$ cat src/rtl/rs_pkg.sv
package rs_pkg;

    // Life cycle of one station entry.
    typedef enum logic [1:0] {
        ENT_FREE  = 2'd0,
        ENT_WAIT  = 2'd1,
        ENT_READY = 2'd2
    } ent_state_e;

    // Life cycle of one completion requester in the ticket arbiter.
    typedef enum logic {
        RQ_IDLE = 1'b0,
        RQ_HOLD = 1'b1
    } req_state_e;

    localparam int DEF_TID_W = 4;
    localparam int DEF_AID_W = 8;

endpackage

$ cat src/rtl/rs_entry.sv
module rs_entry
    import rs_pkg::*;
#(
    parameter int TID_W = DEF_TID_W,
    parameter int AID_W = DEF_AID_W
) (
    input  logic             clk,
    input  logic             rst_n,
    input  logic             wr_en,
    input  logic [TID_W-1:0] wr_tid,
    input  logic [AID_W-1:0] wr_aid,
    input  logic             wr_has_dep,
    input  logic [TID_W-1:0] wr_dep,
    input  logic             cdb_valid,
    input  logic [TID_W-1:0] cdb_tid,
    input  logic             take,
    output logic             is_free,
    output logic             is_ready,
    output logic [TID_W-1:0] tid_q,
    output logic [AID_W-1:0] aid_q
);

    ent_state_e       state_q, state_d;
    logic [TID_W-1:0] dep_q;
    logic             load;
    logic             wake_now;

    assign load     = wr_en && (state_q == ENT_FREE);
    assign wake_now = cdb_valid && (cdb_tid == wr_dep);

    always_ff @(posedge clk or negedge rst_n) begin
        if (!rst_n) begin
            state_q <= ENT_FREE;
        end else begin
            state_q <= state_d;
        end
    end

    always_comb begin
        state_d = state_q;
        unique case (state_q)
            ENT_FREE: begin
                if (wr_en) begin
                    state_d = (wr_has_dep && !wake_now) ? ENT_WAIT : ENT_READY;
                end
            end
            ENT_WAIT: begin
                if (cdb_valid && (cdb_tid == dep_q)) begin
                    state_d = ENT_READY;
                end
            end
            ENT_READY: begin
                if (take) begin
                    state_d = ENT_FREE;
                end
            end
            default: state_d = ENT_FREE;
        endcase
    end

    always_ff @(posedge clk or negedge rst_n) begin
        if (!rst_n) begin
            tid_q <= '0;
            aid_q <= '0;
            dep_q <= '0;
        end else if (load) begin
            tid_q <= wr_tid;
            aid_q <= wr_aid;
            dep_q <= wr_dep;
        end
    end

    always_comb begin
        is_free  = (state_q == ENT_FREE);
        is_ready = (state_q == ENT_READY);
    end

endmodule

$ cat src/rtl/rs_issue_select.sv
module rs_issue_select #(
    parameter int ENTRIES   = 4,
    parameter int NUM_ACCEL = 4,
    parameter int ISSUE_W   = 2,
    parameter int TID_W     = 4,
    parameter int AID_W     = 8
) (
    input  logic [ENTRIES-1:0]       ready,
    input  logic [ENTRIES*TID_W-1:0] ent_tid,
    input  logic [ENTRIES*AID_W-1:0] ent_aid,
    input  logic [NUM_ACCEL-1:0]     busy,
    output logic [ENTRIES-1:0]       take,
    output logic [ISSUE_W-1:0]       issue_valid,
    output logic [ISSUE_W*TID_W-1:0] issue_tid,
    output logic [ISSUE_W*AID_W-1:0] issue_aid,
    output logic [NUM_ACCEL-1:0]     set_busy
);

    logic [NUM_ACCEL-1:0] tgt [ENTRIES];
    logic [ENTRIES-1:0]   eligible;

    for (genvar e = 0; e < ENTRIES; e++) begin : g_tgt
        for (genvar a = 0; a < NUM_ACCEL; a++) begin : g_acc
            assign tgt[e][a] = (ent_aid[e*AID_W +: AID_W] == AID_W'(a));
        end
        assign eligible[e] = ready[e] && (|(tgt[e] & ~busy));
    end

    always_comb begin
        logic                 found;
        logic [NUM_ACCEL-1:0] claimed;
        take        = '0;
        claimed     = '0;
        issue_valid = '0;
        issue_tid   = '0;
        issue_aid   = '0;
        for (int k = 0; k < ISSUE_W; k++) begin
            found = 1'b0;
            for (int e = 0; e < ENTRIES; e++) begin
                if (!found && eligible[e] && !take[e] && !(|(tgt[e] & claimed))) begin
                    found          = 1'b1;
                    take[e]        = 1'b1;
                    claimed        = claimed | tgt[e];
                    issue_valid[k] = 1'b1;
                    issue_tid[k*TID_W +: TID_W] = ent_tid[e*TID_W +: TID_W];
                    issue_aid[k*AID_W +: AID_W] = ent_aid[e*AID_W +: AID_W];
                end
            end
        end
        set_busy = claimed;
    end

endmodule

$ cat src/rtl/rs_acc_status.sv
module rs_acc_status #(
    parameter int NUM_ACCEL = 4,
    parameter int AID_W     = 8
) (
    input  logic                 clk,
    input  logic                 rst_n,
    input  logic [NUM_ACCEL-1:0] set_mask,
    input  logic                 clr_valid,
    input  logic [AID_W-1:0]     clr_aid,
    output logic [NUM_ACCEL-1:0] busy_q
);

    logic [NUM_ACCEL-1:0] clr_oh;

    for (genvar a = 0; a < NUM_ACCEL; a++) begin : g_clr
        assign clr_oh[a] = clr_valid && (clr_aid == AID_W'(a));
    end

    always_ff @(posedge clk or negedge rst_n) begin
        if (!rst_n) begin
            busy_q <= '0;
        end else begin
            busy_q <= (busy_q & ~clr_oh) | set_mask;
        end
    end

endmodule

$ cat src/rtl/rs_ticket_arbiter.sv
module rs_ticket_arbiter
    import rs_pkg::*;
#(
    parameter int NUM_REQ = 4,
    parameter int TID_W   = 4,
    parameter int AID_W   = 8
) (
    input  logic                     clk,
    input  logic                     rst_n,
    input  logic [NUM_REQ-1:0]       req,
    input  logic [NUM_REQ*TID_W-1:0] req_tid,
    output logic [NUM_REQ-1:0]       grant,
    output logic                     cdb_valid,
    output logic [TID_W-1:0]         cdb_tid,
    output logic [AID_W-1:0]         cdb_aid
);

    localparam int TK_W = $clog2(NUM_REQ) + 1;

    req_state_e        state_q [NUM_REQ];
    req_state_e        state_d [NUM_REQ];
    logic [TK_W-1:0]   ticket_q [NUM_REQ];
    logic [TK_W-1:0]   tk_new [NUM_REQ];
    logic [NUM_REQ-1:0] fresh;
    logic [TK_W-1:0]   next_q, next_d;
    logic [TK_W-1:0]   serve_q;

    for (genvar i = 0; i < NUM_REQ; i++) begin : g_fresh
        assign fresh[i] = req[i] && (state_q[i] == RQ_IDLE);
        assign grant[i] = (state_q[i] == RQ_HOLD) && (ticket_q[i] == serve_q);
    end

    // Tickets for requests first seen together are numbered by index.
    always_comb begin
        logic [TK_W-1:0] cnt;
        cnt = '0;
        for (int i = 0; i < NUM_REQ; i++) begin
            tk_new[i] = next_q + cnt;
            if (fresh[i]) begin
                cnt = cnt + TK_W'(1);
            end
        end
        next_d = next_q + cnt;
    end

    for (genvar i = 0; i < NUM_REQ; i++) begin : g_req
        always_comb begin
            state_d[i] = state_q[i];
            unique case (state_q[i])
                RQ_IDLE: if (req[i])   state_d[i] = RQ_HOLD;
                RQ_HOLD: if (grant[i]) state_d[i] = RQ_IDLE;
                default: state_d[i] = RQ_IDLE;
            endcase
        end

        always_ff @(posedge clk or negedge rst_n) begin
            if (!rst_n) begin
                state_q[i]  <= RQ_IDLE;
                ticket_q[i] <= '0;
            end else begin
                state_q[i] <= state_d[i];
                if (fresh[i]) begin
                    ticket_q[i] <= tk_new[i];
                end
            end
        end
    end

    always_ff @(posedge clk or negedge rst_n) begin
        if (!rst_n) begin
            next_q  <= '0;
            serve_q <= '0;
        end else begin
            next_q <= next_d;
            if (|grant) begin
                serve_q <= serve_q + TK_W'(1);
            end
        end
    end

    always_comb begin
        cdb_valid = |grant;
        cdb_tid   = '0;
        cdb_aid   = '0;
        for (int i = 0; i < NUM_REQ; i++) begin
            if (grant[i]) begin
                cdb_tid = req_tid[i*TID_W +: TID_W];
                cdb_aid = AID_W'(i);
            end
        end
    end

endmodule

$ cat src/rtl/task_rs_dispatcher.sv
module task_rs_dispatcher
    import rs_pkg::*;
#(
    parameter int ENTRIES   = 4,
    parameter int NUM_ACCEL = 4,
    parameter int ISSUE_W   = 2,
    parameter int TID_W     = DEF_TID_W,
    parameter int AID_W     = DEF_AID_W
) (
    input  logic                       clk,
    input  logic                       rst_n,
    input  logic                       alloc_valid,
    input  logic [TID_W-1:0]           alloc_tid,
    input  logic [AID_W-1:0]           alloc_aid,
    input  logic                       alloc_has_dep,
    input  logic [TID_W-1:0]           alloc_dep_tid,
    output logic                       alloc_stall,
    output logic [ISSUE_W-1:0]         issue_valid,
    output logic [ISSUE_W*TID_W-1:0]   issue_tid,
    output logic [ISSUE_W*AID_W-1:0]   issue_aid,
    input  logic [NUM_ACCEL-1:0]       done_req,
    input  logic [NUM_ACCEL*TID_W-1:0] done_tid,
    output logic [NUM_ACCEL-1:0]       done_grant,
    output logic                       cdb_valid,
    output logic [TID_W-1:0]           cdb_tid,
    output logic [AID_W-1:0]           cdb_aid,
    output logic [NUM_ACCEL-1:0]       acc_busy
);

    logic [ENTRIES-1:0]       ent_free;
    logic [ENTRIES-1:0]       ent_ready;
    logic [ENTRIES-1:0]       ent_take;
    logic [ENTRIES-1:0]       wr_sel;
    logic [ENTRIES*TID_W-1:0] ent_tid;
    logic [ENTRIES*AID_W-1:0] ent_aid;
    logic [NUM_ACCEL-1:0]     set_busy;

    // Lowest free entry receives the offered task.
    always_comb begin
        logic got;
        got    = 1'b0;
        wr_sel = '0;
        for (int e = 0; e < ENTRIES; e++) begin
            if (!got && ent_free[e]) begin
                got       = 1'b1;
                wr_sel[e] = 1'b1;
            end
        end
    end

    assign alloc_stall = ~|ent_free;

    for (genvar e = 0; e < ENTRIES; e++) begin : g_ent
        rs_entry #(
            .TID_W (TID_W),
            .AID_W (AID_W)
        ) u_entry (
            .clk        (clk),
            .rst_n      (rst_n),
            .wr_en      (alloc_valid && !alloc_stall && wr_sel[e]),
            .wr_tid     (alloc_tid),
            .wr_aid     (alloc_aid),
            .wr_has_dep (alloc_has_dep),
            .wr_dep     (alloc_dep_tid),
            .cdb_valid  (cdb_valid),
            .cdb_tid    (cdb_tid),
            .take       (ent_take[e]),
            .is_free    (ent_free[e]),
            .is_ready   (ent_ready[e]),
            .tid_q      (ent_tid[e*TID_W +: TID_W]),
            .aid_q      (ent_aid[e*AID_W +: AID_W])
        );
    end

    rs_issue_select #(
        .ENTRIES   (ENTRIES),
        .NUM_ACCEL (NUM_ACCEL),
        .ISSUE_W   (ISSUE_W),
        .TID_W     (TID_W),
        .AID_W     (AID_W)
    ) u_select (
        .ready       (ent_ready),
        .ent_tid     (ent_tid),
        .ent_aid     (ent_aid),
        .busy        (acc_busy),
        .take        (ent_take),
        .issue_valid (issue_valid),
        .issue_tid   (issue_tid),
        .issue_aid   (issue_aid),
        .set_busy    (set_busy)
    );

    rs_acc_status #(
        .NUM_ACCEL (NUM_ACCEL),
        .AID_W     (AID_W)
    ) u_status (
        .clk       (clk),
        .rst_n     (rst_n),
        .set_mask  (set_busy),
        .clr_valid (cdb_valid),
        .clr_aid   (cdb_aid),
        .busy_q    (acc_busy)
    );

    rs_ticket_arbiter #(
        .NUM_REQ (NUM_ACCEL),
        .TID_W   (TID_W),
        .AID_W   (AID_W)
    ) u_arb (
        .clk       (clk),
        .rst_n     (rst_n),
        .req       (done_req),
        .req_tid   (done_tid),
        .grant     (done_grant),
        .cdb_valid (cdb_valid),
        .cdb_tid   (cdb_tid),
        .cdb_aid   (cdb_aid)
    );

endmodule

$ cat config.mk
export PLATFORM = sky130hd
export DESIGN_NAME = task_rs_dispatcher
export DESIGN_NICKNAME = d
export VERILOG_FILES = /design/src/rtl/rs_pkg.sv /design/src/rtl/rs_entry.sv /design/src/rtl/rs_issue_select.sv /design/src/rtl/rs_acc_status.sv /design/src/rtl/rs_ticket_arbiter.sv /design/src/rtl/task_rs_dispatcher.sv
export SDC_FILE = /design/constraint.sdc
export NUM_CORES = 1
export LEC_CHECK = 0
export CORE_UTILIZATION = 40
export CTS_CLUSTER_SIZE = 40
export DETAILED_ROUTE_END_ITERATION = 8
export GPL_ROUTABILITY_DRIVEN = 1
export PLACE_DENSITY = 0.63
export SLEW_MARGIN = 20
export SYNTH_ARGS = -nofsm -noshare
export SYNTH_HDL_FRONTEND = slang
export SYNTH_SLANG_ARGS = --single-unit
$ cat constraint.sdc
create_clock -name clk -period 4.3 [get_ports clk]
set_input_delay 1.29 -clock clk [delete_from_list [all_inputs] [get_ports clk]]
set_output_delay 1.29 -clock clk [all_outputs]
set_load 0.02 [all_outputs]
==> flow_summary.json, run 1 <==
{
  "synth.avg_cell_area_um2": 10.5,
  "core_area_mm2": 0.0141,
  "place_ws_ns": -0.557,
  "yosysUniqueCellTypes": 80,
  "criticalPathCategory": "reg -> out",
  "end_kind": "output port",
  "r2r_slack_ns": 0.76,
  "rsz0062_at_grt": "yes",
  "gr-usage-all-layers_pct": 23.9,
  "ctsRootBufferMaster": "clkbuf_16",
  "dpl_cell_area_mm2": 0.00741,
  "drc": 0,
  "antenna_left": 0,
  "finalCriticalPeriod_ns": 4.66,
  "vias": 5082,
  "die_area_mm2": 0.0152,
  "post-route-cell-area_mm2": 0.00808,
  "min_path_type": "reg -> reg",
  "start_util_pct": 41.7,
  "cts_buffers": 9,
  "startpoint_type": "flip-flop",
  "path_cells": "mux4_2 -> nor3b_4 -> nand2_2 -> buf_4 -> nor4_1 -> o31a_1 -> a221oi_4 -> nor2_4 -> o2111ai_4 -> o21ai_1 -> buf_4",
  "grt_pass1_wl_um": 27400,
  "port_buffers": 69,
  "clk_pin_slew_ns": 0.07,
  "diodes": 0,
  "firstDrtPassIters": 5,
  "synthesis.area_mm2": 0.00588,
  "drtIter0Drc": 383,
  "antenna_found_initial": 0,
  "synth-edff-count": 0,
  "run_status": "complete, but fails checks",
  "slew_violations": 0,
  "num_rows": 43,
  "skew_ns": 0.00828,
  "holdBufCountCts": 0,
  "synth_seq_cells": 98,
  "final_cells": 924,
  "violations": "setup timing",
  "vias_per_cell": 5.50,
  "grt_start_max_net_pins": 62,
  "drt-total-wl_um": 17200,
  "fin_crit_sh_pct": 108,
  "finalCoreUtilization_pct": 57.3,
  "vdd_drop_max_mv": 0.388,
  "setup_ws_ns": -0.364,
  "worst-slew-pin-transition_ns": 0.876,
  "cp.arrival_ns": 3.37,
  "critPathSlowestCell": "mux4_2",
  "worst-path-buf-inv": 2,
  "worstPathRequired_ns": 3.01,
  "setup_viol": 7,
  "p_leak_nw": 3.47,
  "dpl.hpwl_um": 13000,
  "hold_viol": 0,
  "num_io_pins": 88,
  "synth_area_leaders": "dfrtp_1, mux2_2, xnor2_1",
  "whs_ns": 0.513,
  "area_delta_synth_final_pct": 37.5,
  "relSlewSlack_pct": 41.6,
  "place.gp.congestion": 0.938,
  "cts.sinks": 98,
  "synth_cells": 561,
  "synth-warning-count": 0,
  "cap_viol_max_count": 0,
  "clock_path_buffers": 2,
  "seq_area_frac_synth_pct": 41.7,
  "nets": 791,
  "grt_pass1_vias": 5116,
  "final_common_cell": "buf_4",
  "synth.largest_area_cell": "dfrtp_1",
  "critPathMostFrequentCell": "buf_4",
  "final_cell_mix": "buf_4, dfrtp_1, mux2_2",
  "max_freq_mhz": 214,
  "yosys.area.top_type_share_pct": 41.7,
  "dp_cells": 890,
  "grt_overflow": 0,
  "dieWidth_um": 123,
  "clk_latency_ns": 0.35,
  "cp_top_family": "simple AND/OR/NAND/NOR gates",
  "cts_tree": "done",
  "critPathMaxStageDelay_ns": 0.55,
  "drive_gt1_share_pct": 36.8,
  "routedWlPerCell_um": 18.6,
  "cellPowerDensity_mw_per_mm2": 754,
  "path_max_fanout": 7,
  "h-tree-depth": 3,
  "ys.flop_type": "dfrtp_1",
  "die_h_um": 123,
  "async_reset_ff_share_pct": 100
}
[state kept, by name, indices dropped and copies added (netlist names)]
| register | cells |
|---|---|
| g_ent.u_entry.state_q | 8 |
| u_arb.state_q | 4 |
| g_ent.u_entry.dep_q | 16 |
| u_status.busy_q | 4 |
| u_arb.next_q | 3 |
| u_arb.ticket_q | 12 |
| g_ent.u_entry.tid_q | 16 |
| u_arb.serve_q | 3 |
| g_ent.u_entry.aid_q | 32 |
[cell usage after synthesis (all sizes together), types with 3 or more instances]
cell and n:
a211o 3, a211oi 4, a21o 3, a21oi 13, a22oi 11, a31oi 4
and2 4, buf 29, clkbuf 16, dfrtp 98, fa 3, ha 9
inv 18, mux2 70, mux4 3, nand2 42, nand2b 9, nand3 16
nand4 7, nor2 31, nor2b 5, nor3 14, nor3b 5, nor4 12
o21ai 36, o21bai 4, o221ai 4, o22ai 3, or4 3, xnor2 26
xor2 16
[report_power, final]
group	switching (mW)	leakage, nW	internal (mW)	total [mW]
sequential	0.369	1.18	1.38	1.75
clock	0.404	0.161	0.475	0.878
combinational	1.74	2.13	1.72	3.47
total	2.52	3.47	3.58	6.10
[stage by stage]
| step | TNS [ns] | total power, mW |
|---|---|---|
| 6_report | -2.39 | 6.10 |
| 5_1_grt | -2.97 | 6.48 |
| 4_1_cts | -2.13 | 6.09 |
| 3_5_place_dp | -3.70 | 5.12 |
| 3_3_place_gp | -3.05 | 5.04 |
| 2_1_floorplan | 0 | 3.74 |
[cell type report]
cell class / count / area (µm²)
clock buffers: 9 / 225
clock inverters: 7 / 108
fillers: 1267 / 6010
inverters: 20 / 80.1
multi-input cells: 415 / 3350
flip-flops and latches: 98 / 2450
well taps: 180 / 225
repair buffers: 195 / 1640
[worst reg2reg max path, delay by kind of cell, from the launching register on]
family	cells	cell delay, ns
compound gates	4	0.93
buf+inv	3	0.52
flops	1	0.44
mux	1	0.55
simple gates	4	0.96
[cell families after synthesis]
family          synth area share, %
compound gates                 13.0
flops                          41.7
buf+inv                        6.00
other cells                  0.0638
xor+xnor                       6.26
mux                            14.8
simple gates                   15.3
fa+ha+maj                      2.94
[routing by layer]
layer  routed length (µm)  global-route usage, %
met5                    0                      0
met4                  407                   6.93
met3                  951                   4.20
met2                 8150                   39.1
met1                 7700                   32.4
[final timing paths]
check | endpoint | depth (start not counted) | from
max in group asynchronous | g_ent[1].u_entry.aid_q[7] | 2 | rst_n
min reg2reg | g_ent[1].u_entry.aid_q[3] | 1 | g_ent[1].u_entry.aid_q[3]
max reg2reg | u_status.busy_q[3] | 12 | u_status.busy_q[3]
min in group asynchronous | u_arb.ticket_q[2] | 1 | rst_n
max | issue_aid[8] | 11 | u_status.busy_q[3]
min | g_ent[1].u_entry.aid_q[3] | 1 | g_ent[1].u_entry.aid_q[3]
[what timing repair did]
| action | CTS | global route |
|---|---|---|
| cloned | 0 | 0 |
| pin swaps | 21 | 11 |
| endpoints found under the setup margin | 14 | 13 |
| resized for setup | 75 | 20 |
| setup buffers | 15 | 3 |
(Power assumes the default switching activity.)
==> inputs of run 2 (changes only) <==
--- a/config.mk
+++ b/config.mk
@@ -9,7 +9,9 @@
 export CTS_CLUSTER_SIZE = 40
 export DETAILED_ROUTE_END_ITERATION = 8
 export GPL_ROUTABILITY_DRIVEN = 1
-export PLACE_DENSITY = 0.63
+export PLACE_DENSITY_LB_ADDON = 0.08
+export REMOVE_ABC_BUFFERS = 1
+export SETUP_SLACK_MARGIN = 0.05
 export SLEW_MARGIN = 20
 export SYNTH_ARGS = -nofsm -noshare
 export SYNTH_HDL_FRONTEND = slang
==> run 2 against run 1 <==
The run still ends with setup timing left. Clock power decreased by 9.3%. Non-clock buffer count increased by 2. Sequential power about the same. Fmax increased by 1.6%. Largest power group unchanged.
==> flow_summary.json, run 2 (same netlist as run 1, synthesis figures left out) <==
{
  "run_status": "complete, but fails checks",
  "violations": "setup timing",
  "path_cells": "mux4_2 -> nor3b_4 -> or4bb_4 -> nand2_4 -> buf_6 -> a221oi_2 -> buf_4 -> nor2_4 -> o2111ai_4 -> o21ai_2 -> buf_6",
  "grt_start_max_net_pins": 40,
  "setup_viol": 7,
  "rsz0062_at_grt": "yes",
  "finalCoreUtilization_pct": 56.8,
  "drive_gt1_share_pct": 37.0,
  "min_path_type": "reg -> reg",
  "clk_latency_ns": 0.36,
  "p_sw_share_pct": 41.3,
  "die_area_mm2": 0.0152,
  "routedWlPerCell_um": 18.6,
  "dpl.hpwl_um": 13300,
  "top_register": "g_ent.u_entry.aid_q",
  "holdBufCountCts": 0,
  "relSlewSlack_pct": 60.4,
  "final_common_cell": "buf_4",
  "antenna_left": 0,
  "place_ws_ns": -0.527,
  "cellPowerDensity_mw_per_mm2": 754,
  "hold_viol": 0,
  "ctsRootBufferMaster": "clkbuf_16",
  "slew_violations": 0,
  "port_buffers": 69,
  "final_cells": 926,
  "drtIter0Drc": 216,
  "switchingPower_mw": 2.49,
  "critPathMostFrequentCell": "buf_6",
  "p_leak_nw": 3.46,
  "min_to": "g_ent[0].u_entry.tid_q[2]",
  "place.gp.congestion": 0.886,
  "end_kind": "output port",
  "p_comb_share_pct": 58.3,
  "vias_per_cell": 5.29,
  "final_cell_mix": "buf_4, dfrtp_1, mux2_2",
  "worstHoldPathCells": 1,
  "startpoint_type": "flip-flop",
  "vias": 4894,
  "skew_ns": 0.00810,
  "r2r-start": "u_status.busy_q[1]",
  "cts_buffers": 9,
  "area_delta_synth_final_pct": 36.2,
  "worst-slew-pin-transition_ns": 0.589,
  "gr-usage-all-layers_pct": 24.5,
  "criticalPathCategory": "reg -> out",
  "dp_cells": 897,
  "start_util_pct": 41.7,
  "r2r_slack_ns": 1.03,
  "drc": 0,
  "dieWidth_um": 123,
  "fin_crit_sh_pct": 107,
  "grt_overflow": 0,
  "nets": 793,
  "num_rows": 43,
  "cap_viol_max_count": 0,
  "setup_ws_ns": -0.291,
  "worstPathRequired_ns": 3.01,
  "cp.arrival_ns": 3.30,
  "clkPwrFrac_pct": 13.2,
  "die_h_um": 123,
  "antenna_found_initial": 0,
  "cts_tree": "done",
  "path_max_fanout": 8,
  "core_area_mm2": 0.0141,
  "firstDrtPassIters": 4,
  "grt_pass1_vias": 5073,
  "vdd_drop_max_mv": 0.402,
  "finalCriticalPeriod_ns": 4.59,
  "drt-total-wl_um": 17200,
  "min-delay-start": "g_ent[0].u_entry.tid_q[2]",
  "p_total_mw": 6.04,
  "clock_path_buffers": 2,
  "grt_pass1_wl_um": 27600,
  "clk_pin_slew_ns": 0.08,
  "nFillCells": 1241,
  "top_regs": "g_ent.u_entry.aid_q: 32 flops, g_ent.u_entry.dep_q: 16 flops, g_ent.u_entry.tid_q: 16 flops",
  "critPathMaxStageDelay_ns": 0.60,
  "h-tree-depth": 3,
  "largest_reg_flops": 32,
  "cts.sinks": 98,
  "critPathSlowestCell": "or4bb_4",
  "diodes": 0,
  "num_io_pins": 88,
  "cell_internal_pwr_mw": 3.55,
  "seq_power_share_pct": 28.5,
  "rr_endpoint": "u_status.busy_q[3]",
  "rr_worst_depth": 12,
  "max_freq_mhz": 218,
  "whs_ns": 0.511
}
-- run 2: cell count changes in the layout (fill, tap and decap cells not counted), moves of 2 or more --
cell / change
o21ai_2: +5
clkinv_4: +4
o21ai_1: -4
clkinv_8: -3
buf_4: +2
clkinvlp_4: +2
-- run 2: power groups by stage --
stage	combinational [mW]	sequential, mW	clock, mW
2_1_floorplan	1.92	1.74	0
3_3_place_gp	3.39	1.71	0
3_5_place_dp	3.42	1.73	0
4_1_cts	3.49	1.72	0.814
5_1_grt	3.83	1.78	0.852
6_report	3.52	1.72	0.796
-- run 2: critical path: cells and delay by family, from the launching register on --
| kind | cells | cell delay [ns] |
|---|---|---|
| flops | 1 | 0.44 |
| compound gates | 3 | 0.51 |
| buf+inv | 3 | 0.41 |
| mux | 1 | 0.52 |
| simple gates | 4 | 1.06 |
-- run 2: area by class of cell --
cell class / count / area, µm² / area share, %
clock buffer: 9 / 225 / 2.81
clock inverter: 7 / 62.6 / 0.781
inverter: 20 / 83.8 / 1.05
multi-input combinational: 415 / 3290 / 41.1
sequential: 98 / 2450 / 30.6
tap: 180 / 225 / 2.81
timing repair buffer: 197 / 1660 / 20.8
-- run 2: worst max-delay path by stage --
stage                              startpoint           end  cells past startpoint
finish                     u_status.busy_q[1]  issue_aid[8]                     11
global route               u_status.busy_q[2]  issue_aid[9]                     10
CTS                        u_status.busy_q[1]  issue_tid[4]                     12
detailed placement  g_ent[0].u_entry.aid_q[2]  issue_tid[5]                     12
global placement           u_status.busy_q[1]  issue_aid[9]                     12
floorplan           g_ent[1].u_entry.aid_q[0]  issue_aid[8]                      9
-- run 2: timing repair --
item | CTS | global route
setup endpoints to repair | 15 | 12
buffers inserted | 10 | 3
hold endpoints to repair | 0 | 0
pin swaps | 21 | 13
resized for setup | 68 | 21
-- run 2: stage by stage --
step / cell area (µm²) / setup TNS (ns)
2_1_floorplan: 5670 / -2.36
3_3_place_gp: 7460 / -3.20
3_5_place_dp: 7460 / -3.51
4_1_cts: 7900 / -1.81
5_1_grt: 8010 / -2.78
6_report: 8010 / -1.89
-- run 2: metal layers --
metal	part of all wire (%)	vias up	global-route usage, %
li1	-	2351	-
met4	1.4	0	7.00
met2	46	99	38.1
met1	48	2428	34.9
met5	0	-	0
met3	4.3	16	4.11
